===== src/rtl/plane_pkg.sv =====
package plane_pkg;

  typedef enum logic [1:0] {
    WM_ROTATE = 2'd0,
    WM_LATCH  = 2'd1,
    WM_EXPAND = 2'd2,
    WM_SRMASK = 2'd3
  } writeMode_e;

  typedef enum logic [1:0] {
    ALU_PASS = 2'd0,
    ALU_AND  = 2'd1,
    ALU_OR   = 2'd2,
    ALU_XOR  = 2'd3
  } aluFunc_e;

  typedef struct packed {
    logic memRead;
    logic memWrite;
    logic latchLoad;
  } ctrlStrobes_t;

endpackage


===== src/rtl/plane_ctrl.sv =====
module plane_ctrl
  import plane_pkg::*;
(
  input  logic         clk,
  input  logic         rstN,
  input  logic         hostReq,
  input  logic         hostWe,
  output logic         hostReady,
  output logic         hostRvalid,
  output ctrlStrobes_t strobes
);

  logic fillPending;
  logic rvalidQ;

  always_ff @(posedge clk) begin
    if (!rstN) begin
      fillPending <= 1'b0;
      rvalidQ     <= 1'b0;
    end else begin
      fillPending <= hostReq && !hostWe && !fillPending;
      rvalidQ     <= fillPending;
    end
  end

  always_comb begin
    strobes           = '0;
    strobes.memRead   = hostReq && !hostWe && !fillPending;
    strobes.memWrite  = hostReq && hostWe && !fillPending;
    strobes.latchLoad = fillPending;
  end

  assign hostReady  = !fillPending;
  assign hostRvalid = rvalidQ;

endmodule


===== src/rtl/plane_lane.sv =====
module plane_lane
  import plane_pkg::*;
#(
  parameter int PLANE_W = 8
) (
  input  logic [PLANE_W-1:0] latchByte,
  input  logic [PLANE_W-1:0] fillByte,
  input  logic [PLANE_W-1:0] rotByte,
  input  logic               hostBit,
  input  logic               srBit,
  input  logic               srEnBit,
  input  logic               cmpBit,
  input  logic               careBit,
  input  logic [1:0]         writeMode,
  input  logic [1:0]         aluFunc,
  input  logic [PLANE_W-1:0] bitMask,
  output logic [PLANE_W-1:0] wrByte,
  output logic [PLANE_W-1:0] diffByte
);

  logic [PLANE_W-1:0] srcByte;
  logic [PLANE_W-1:0] effMask;
  logic [PLANE_W-1:0] aluByte;

  always_comb begin
    unique case (writeMode_e'(writeMode))
      WM_ROTATE: srcByte = srEnBit ? {PLANE_W{srBit}} : rotByte;
      WM_EXPAND: srcByte = {PLANE_W{hostBit}};
      WM_SRMASK: srcByte = {PLANE_W{srBit}};
      default:   srcByte = latchByte;
    endcase
  end

  assign effMask = (writeMode == WM_SRMASK) ? (bitMask & rotByte) : bitMask;

  always_comb begin
    unique case (aluFunc_e'(aluFunc))
      ALU_AND: aluByte = srcByte & latchByte;
      ALU_OR:  aluByte = srcByte | latchByte;
      ALU_XOR: aluByte = srcByte ^ latchByte;
      default: aluByte = srcByte;
    endcase
  end

  always_comb begin
    if (writeMode == WM_LATCH) wrByte = latchByte;
    else wrByte = (aluByte & effMask) | (latchByte & ~effMask);
  end

  assign diffByte = (fillByte ^ {PLANE_W{cmpBit}}) & {PLANE_W{careBit}};

endmodule


===== src/rtl/plane_data.sv =====
module plane_data
  import plane_pkg::*;
#(
  parameter int PLANE_W = 8,
  parameter int PLANES  = 4,
  localparam int WORD_W = PLANE_W * PLANES,
  localparam int ROT_W  = $clog2(PLANE_W),
  localparam int SEL_W  = $clog2(PLANES)
) (
  input  logic               clk,
  input  logic               rstN,
  input  ctrlStrobes_t       strobes,
  input  logic [PLANE_W-1:0] hostWdata,
  input  logic               cfgReadMode,
  input  logic [SEL_W-1:0]   cfgReadPlane,
  input  logic [1:0]         cfgWriteMode,
  input  logic [ROT_W-1:0]   cfgRotate,
  input  logic [1:0]         cfgAluFunc,
  input  logic [PLANES-1:0]  cfgSrValue,
  input  logic [PLANES-1:0]  cfgSrEnable,
  input  logic [PLANES-1:0]  cfgCmpColor,
  input  logic [PLANES-1:0]  cfgCmpCare,
  input  logic [PLANE_W-1:0] cfgBitMask,
  input  logic [WORD_W-1:0]  memRdata,
  output logic [WORD_W-1:0]  memWdata,
  output logic [WORD_W-1:0]  latchWord,
  output logic [PLANE_W-1:0] hostRdata
);

  logic [WORD_W-1:0]               latchQ;
  logic [PLANE_W-1:0]              rdataQ;
  logic [2*PLANE_W-1:0]            rotWide;
  logic [PLANE_W-1:0]              rotByte;
  logic [PLANES-1:0][PLANE_W-1:0]  diffBytes;
  logic [PLANE_W-1:0]              diffAny;
  logic [PLANE_W-1:0]              readByte;

  assign rotWide = {hostWdata, hostWdata} >> cfgRotate;
  assign rotByte = rotWide[PLANE_W-1:0];

  for (genvar p = 0; p < PLANES; p++) begin : g_lane
    plane_lane #(.PLANE_W(PLANE_W)) uLane (
      .latchByte (latchQ[p*PLANE_W +: PLANE_W]),
      .fillByte  (memRdata[p*PLANE_W +: PLANE_W]),
      .rotByte   (rotByte),
      .hostBit   (hostWdata[p]),
      .srBit     (cfgSrValue[p]),
      .srEnBit   (cfgSrEnable[p]),
      .cmpBit    (cfgCmpColor[p]),
      .careBit   (cfgCmpCare[p]),
      .writeMode (cfgWriteMode),
      .aluFunc   (cfgAluFunc),
      .bitMask   (cfgBitMask),
      .wrByte    (memWdata[p*PLANE_W +: PLANE_W]),
      .diffByte  (diffBytes[p])
    );
  end

  always_comb begin
    diffAny = '0;
    for (int p = 0; p < PLANES; p++) diffAny = diffAny | diffBytes[p];
  end

  always_comb begin
    if (cfgReadMode) readByte = ~diffAny;
    else readByte = memRdata[cfgReadPlane*PLANE_W +: PLANE_W];
  end

  always_ff @(posedge clk) begin
    if (!rstN) begin
      latchQ <= '0;
      rdataQ <= '0;
    end else if (strobes.latchLoad) begin
      latchQ <= memRdata;
      rdataQ <= readByte;
    end
  end

  assign latchWord = latchQ;
  assign hostRdata = rdataQ;

endmodule


===== src/rtl/plane_latch_path.sv =====
module plane_latch_path
  import plane_pkg::*;
#(
  parameter int ADDR_W  = 6,
  parameter int PLANE_W = 8,
  parameter int PLANES  = 4,
  localparam int WORD_W = PLANE_W * PLANES,
  localparam int ROT_W  = $clog2(PLANE_W),
  localparam int SEL_W  = $clog2(PLANES)
) (
  input  logic               clk,
  input  logic               rstN,
  input  logic               hostReq,
  input  logic               hostWe,
  input  logic [ADDR_W-1:0]  hostAddr,
  input  logic [PLANE_W-1:0] hostWdata,
  output logic               hostReady,
  output logic               hostRvalid,
  output logic [PLANE_W-1:0] hostRdata,
  input  logic               cfgReadMode,
  input  logic [SEL_W-1:0]   cfgReadPlane,
  input  logic [1:0]         cfgWriteMode,
  input  logic [ROT_W-1:0]   cfgRotate,
  input  logic [1:0]         cfgAluFunc,
  input  logic [PLANES-1:0]  cfgSrValue,
  input  logic [PLANES-1:0]  cfgSrEnable,
  input  logic [PLANES-1:0]  cfgCmpColor,
  input  logic [PLANES-1:0]  cfgCmpCare,
  input  logic [PLANE_W-1:0] cfgBitMask,
  input  logic [PLANES-1:0]  cfgPlaneMask,
  output logic [ADDR_W-1:0]  memAddr,
  output logic               memRe,
  output logic               memWe,
  output logic [WORD_W-1:0]  memWdata,
  output logic [PLANES-1:0]  memWmask,
  input  logic [WORD_W-1:0]  memRdata
);

  ctrlStrobes_t      strobes;
  logic [WORD_W-1:0] latchWord;

  plane_ctrl uCtrl (
    .clk        (clk),
    .rstN       (rstN),
    .hostReq    (hostReq),
    .hostWe     (hostWe),
    .hostReady  (hostReady),
    .hostRvalid (hostRvalid),
    .strobes    (strobes)
  );

  plane_data #(.PLANE_W(PLANE_W), .PLANES(PLANES)) uData (
    .clk          (clk),
    .rstN         (rstN),
    .strobes      (strobes),
    .hostWdata    (hostWdata),
    .cfgReadMode  (cfgReadMode),
    .cfgReadPlane (cfgReadPlane),
    .cfgWriteMode (cfgWriteMode),
    .cfgRotate    (cfgRotate),
    .cfgAluFunc   (cfgAluFunc),
    .cfgSrValue   (cfgSrValue),
    .cfgSrEnable  (cfgSrEnable),
    .cfgCmpColor  (cfgCmpColor),
    .cfgCmpCare   (cfgCmpCare),
    .cfgBitMask   (cfgBitMask),
    .memRdata     (memRdata),
    .memWdata     (memWdata),
    .latchWord    (latchWord),
    .hostRdata    (hostRdata)
  );

  assign memAddr  = hostAddr;
  assign memRe    = strobes.memRead;
  assign memWe    = strobes.memWrite;
  assign memWmask = strobes.memWrite ? cfgPlaneMask : '0;

endmodule


===== config.mk =====
export PLATFORM = sky130hd
export DESIGN_NAME = plane_latch_path
export DESIGN_NICKNAME = d
export VERILOG_FILES = /design/src/rtl/plane_pkg.sv /design/src/rtl/plane_ctrl.sv /design/src/rtl/plane_lane.sv /design/src/rtl/plane_data.sv /design/src/rtl/plane_latch_path.sv
export SDC_FILE = /design/constraint.sdc
export NUM_CORES = 1
export LEC_CHECK = 0
export ABC_AREA = 1
export CORE_UTILIZATION = 50
export CTS_BUF_LIST = sky130_fd_sc_hd__clkbuf_4 sky130_fd_sc_hd__clkbuf_8 sky130_fd_sc_hd__clkbuf_16
export DETAILED_ROUTE_END_ITERATION = 8
export PLACE_DENSITY_LB_ADDON = 0.1
export SLEW_MARGIN = 10
export SYNTH_ARGS = -nofsm -noshare
export SYNTH_HDL_FRONTEND = slang
export SYNTH_SLANG_ARGS = --single-unit

===== constraint.sdc =====
create_clock -name clk -period 3.1 [get_ports clk]
set_clock_uncertainty 0.15 [all_clocks]
set_input_delay 0.31 -clock clk [delete_from_list [all_inputs] [get_ports clk]]
set_output_delay 0.31 -clock clk [all_outputs]
set_load 0.05 [all_outputs]

==> impl_results.md, run 1 <==
- Status: complete, no violations
- NetSw: 1000 uW
- Hold depth: 2
- TritonCTS clock tree: yes
- Clock power frac: between 15 and 20%
- R2R cell count: 3
- Final Worst Setup Slack: ~0.16 ns
- Combinational fraction of design power: between 50% and 60%
- CP Max Fanout: 8
- Metal-1 WL: 8.12 mm
- # clock sinks: 42
- Sequential fraction of the synthesis area: 15.4%
- HPWL Detailed: 14.3 mm
- Via count: 7087
- Grt total ovfl: 0
- Net count reported at finish: ~1200
- Synthesis Warnings: 0
- Post-Syn Area per Cell: 5.60 um^2
- Antenna cells: 0
- Fin util: 71.2%
- CTS max path bufs: 2
- Metal3 WL: approximately 1.4 mm
- Avg WL per Cell: roughly 15 um
- Max Cap Viol: 0
- Distinct cells, synth: 32
- Area Overhead vs Synth: 36.3%
- First-pass GRT wire length: 30.3 mm
- Die width: between 100 and 150 um
- Remaining DRCs: 0
- Endpoints failing hold: 0
- FP Rows: 37
- Antenna viol nets, final: 0
- I/O Buffers: 129
- Total CTS buffers: 5
- Top Metal Used: met4
- Reg2reg setup slack: 1.38 ns
- Int Power: 1210 uW
- Initial antenna violation count: 0
- Setup violators final: 0
- Core area: 0.0105 mm^2
- Fin Hold WS: about 0.37 ns
- Worst slew pin tran: 0.723 ns
- Static leakage: 0.00391 uW
- Die Y: 107 um
- Total Wirelength: approximately 19 mm
- Commonest non-fill, non-tap cells in the layout: nand2_1 (324), a21oi_1 (94), buf_4 (93)
- WP data required: 2.64 ns
- Syn nets: around 1100
- Flops & latches, synth: 42
- Die ar.: 0.0114 mm^2
- Pre-CTS setup slack: -0.247 ns
- I/O pins: 142
- Tcrit/Tclk final: between 90% and 100%
- Fin crit period: 2.94 ns
- Layout cells sized above 1: 18.4%
- H-tree depth: 2
- Initial Util: between 50% and 60%
- Async S/R FF share, synth: 0%
- Worst hold path type: register to register
- CP startpoint kind: primary input
- Clock-pin slew of the registers on the worst-case setup and hold paths: about 0.08 ns
- Achievable clock frequency: 340 MHz
- Top FF cell, synth: dfxtp_1
- Relative slew margins: about half
- Most common cell after layout, fill and taps aside: nand2_1
- Vias per cell: between 5 and 6
- Hold-fix buffers, CTS: 0
- Setup CP Type: primary input to output port
- Pwr Density: 297 mW/mm^2
- Power consumption: roughly 2200 uW
- Largest net degree at the start of global routing: 56
- Synth Cell Area: 0.00547 mm^2
- Max-slew violations: 0
- Flop pwr share: 27.1%
- Worst-Skew Late Latency: approximately 0.3 ns
- DRC marker count from the first detailed-route iteration: about 480
- RePlAce Congestion: 0.999
- Vias in the first global route: 6416
- Sw Share: 45.2%
- Drt first pass iters: 5
- Root Buffer: clkbuf_8
- Met2 WL: 8.23 mm
- Crit. End Element: output port
- Post-synth EDFFs: 0
- Total track usage: 33.0%
- Maximum VDD drop: 0.246 mV
- Synth Instances: 976
- Worst Path Arrival: 2.48 ns
flip-flops by register name, indices dropped and copies added (netlist names):
register,count
uData.hostRdata,8
uCtrl.hostRvalid,1
uCtrl.fillPending,1
uData.latchWord,32
power by group through the flow:
stage | Combinational [uW] | Sequential [uW] | Clock, uW
after floorplan | 739 | 618 | 0
after global placement | 1160 | 609 | 0
after detailed placement | 1170 | 609 | 0
final | 1240 | 598 | 377
after global routing | 1350 | 602 | 406
after CTS | 1210 | 597 | 381
critical path: stages:
cell and delay, ns:
clkbuf_2 0.15, buf_12 0.13, inv_8 0.05, nand2_2 0.08, nand3_2 0.08, nand3_1 0.11
nand2_2 0.11, nand2_1 0.07, nand2_1 0.05, nand2_1 0.09, nand3_1 0.10, ha_1 0.30
a221oi_2 0.30, a21oi_1 0.11, o21ai_1 0.15, nand2_1 0.09, buf_4 0.20
synthesized netlist by cell type (2+ instances only):
cell type,count,share of area [%]
nand2_1,331,23
a21oi_1,94,8.6
inv_1,87,6.0
o21ai_0,80,7.3
nand3_1,79,7.2
dfxtp_1,42,15
ha_1,32,7.3
nand4_1,30,3.4
o21ai_1,25,2.3
nor2_1,24,1.6
clkbuf_1,23,1.6
a221oi_1,21,3.4
nand2_2,19,2.2
inv_2,18,1.2
a31oi_1,16,1.8
buf_2,14,1.3
buf_4,12,1.6
buf_6,5,1.0
nand2_4,4,0.82
nand3_2,4,0.73
a211oi_1,2,0.27
clkinv_1,2,0.14
nor2_4,2,0.41
o21ai_2,2,0.32
through the flow:
stage | std cells | area, um^2 | setup TNS, ns
2_1_floorplan | 976 | 5470 | 0
3_3_place_gp | 1253 | 7120 | -4.56
3_5_place_dp | 1253 | 7120 | -5.88
4_1_cts | 1261 | 7350 | 0
5_1_grt | 1263 | 7450 | -0.00324
6_report | 1263 | 7450 | 0
worst paths after layout:
| kind | to | start |
|---|---|---|
| min reg2reg | uData.latchWord[0]$_SDFFE_PN0P_ | uData.latchWord[0]$_SDFFE_PN0P_ |
| max reg2reg | uData.latchWord[6]$_SDFFE_PN0P_ | uCtrl.fillPending$_SDFF_PN0_ |
| min | uData.latchWord[0]$_SDFFE_PN0P_ | uData.latchWord[0]$_SDFFE_PN0P_ |
| max | memWdata[0] | cfgRotate[0] |
cells by family after synthesis:
logic type,count (synthesis),share of synthesized area (%)
AND/OR/NAND/NOR,496,39.5
AO/OA/AOI/OAI,242,24.5
buffers and inverters,164,13.3
flip-flops,42,15.4
adder cells (fa/ha/maj),32,7.32
metal layers:
layer / vias to the layer above / GRT usage (%)
li1: 3567 / -
met1: 3125 / 43.8
met2: 342 / 53.3
met3: 53 / 2.64
met4: 0 / 16.7
met5: - / 0
cell type report:
type | count | area (um^2)
clock buffer | 5 | 68.8
clock inverter | 3 | 25.0
fill | 987 | 3010
inverter | 109 | 422
multi-input combinational | 770 | 4070
sequential | 42 | 841
tap | 136 | 170
timing repair buffer | 198 | 1860
repair_timing:
item | in CTS | in global routing
pin swaps | 6 | 16
endpoints found under the setup margin | 32 | 32
gates cloned | 0 | 1
gates resized for setup | 30 | 34
hold endpoints to repair | 0 | 0
buffers inserted | 0 | 1
Power figures use the tool's default switching activity.
==> inputs of run 2 (changes only) <==
--- a/config.mk
+++ b/config.mk
@@ -9,6 +9,7 @@
 export CORE_UTILIZATION = 50
 export CTS_BUF_LIST = sky130_fd_sc_hd__clkbuf_4 sky130_fd_sc_hd__clkbuf_8 sky130_fd_sc_hd__clkbuf_16
 export DETAILED_ROUTE_END_ITERATION = 8
+export HOLD_SLACK_MARGIN = 0.08
 export PLACE_DENSITY_LB_ADDON = 0.1
 export SLEW_MARGIN = 10
 export SYNTH_ARGS = -nofsm -noshare
==> results of run 2 <==
The final DEF is identical to that of run 1; final timing and power are the same.
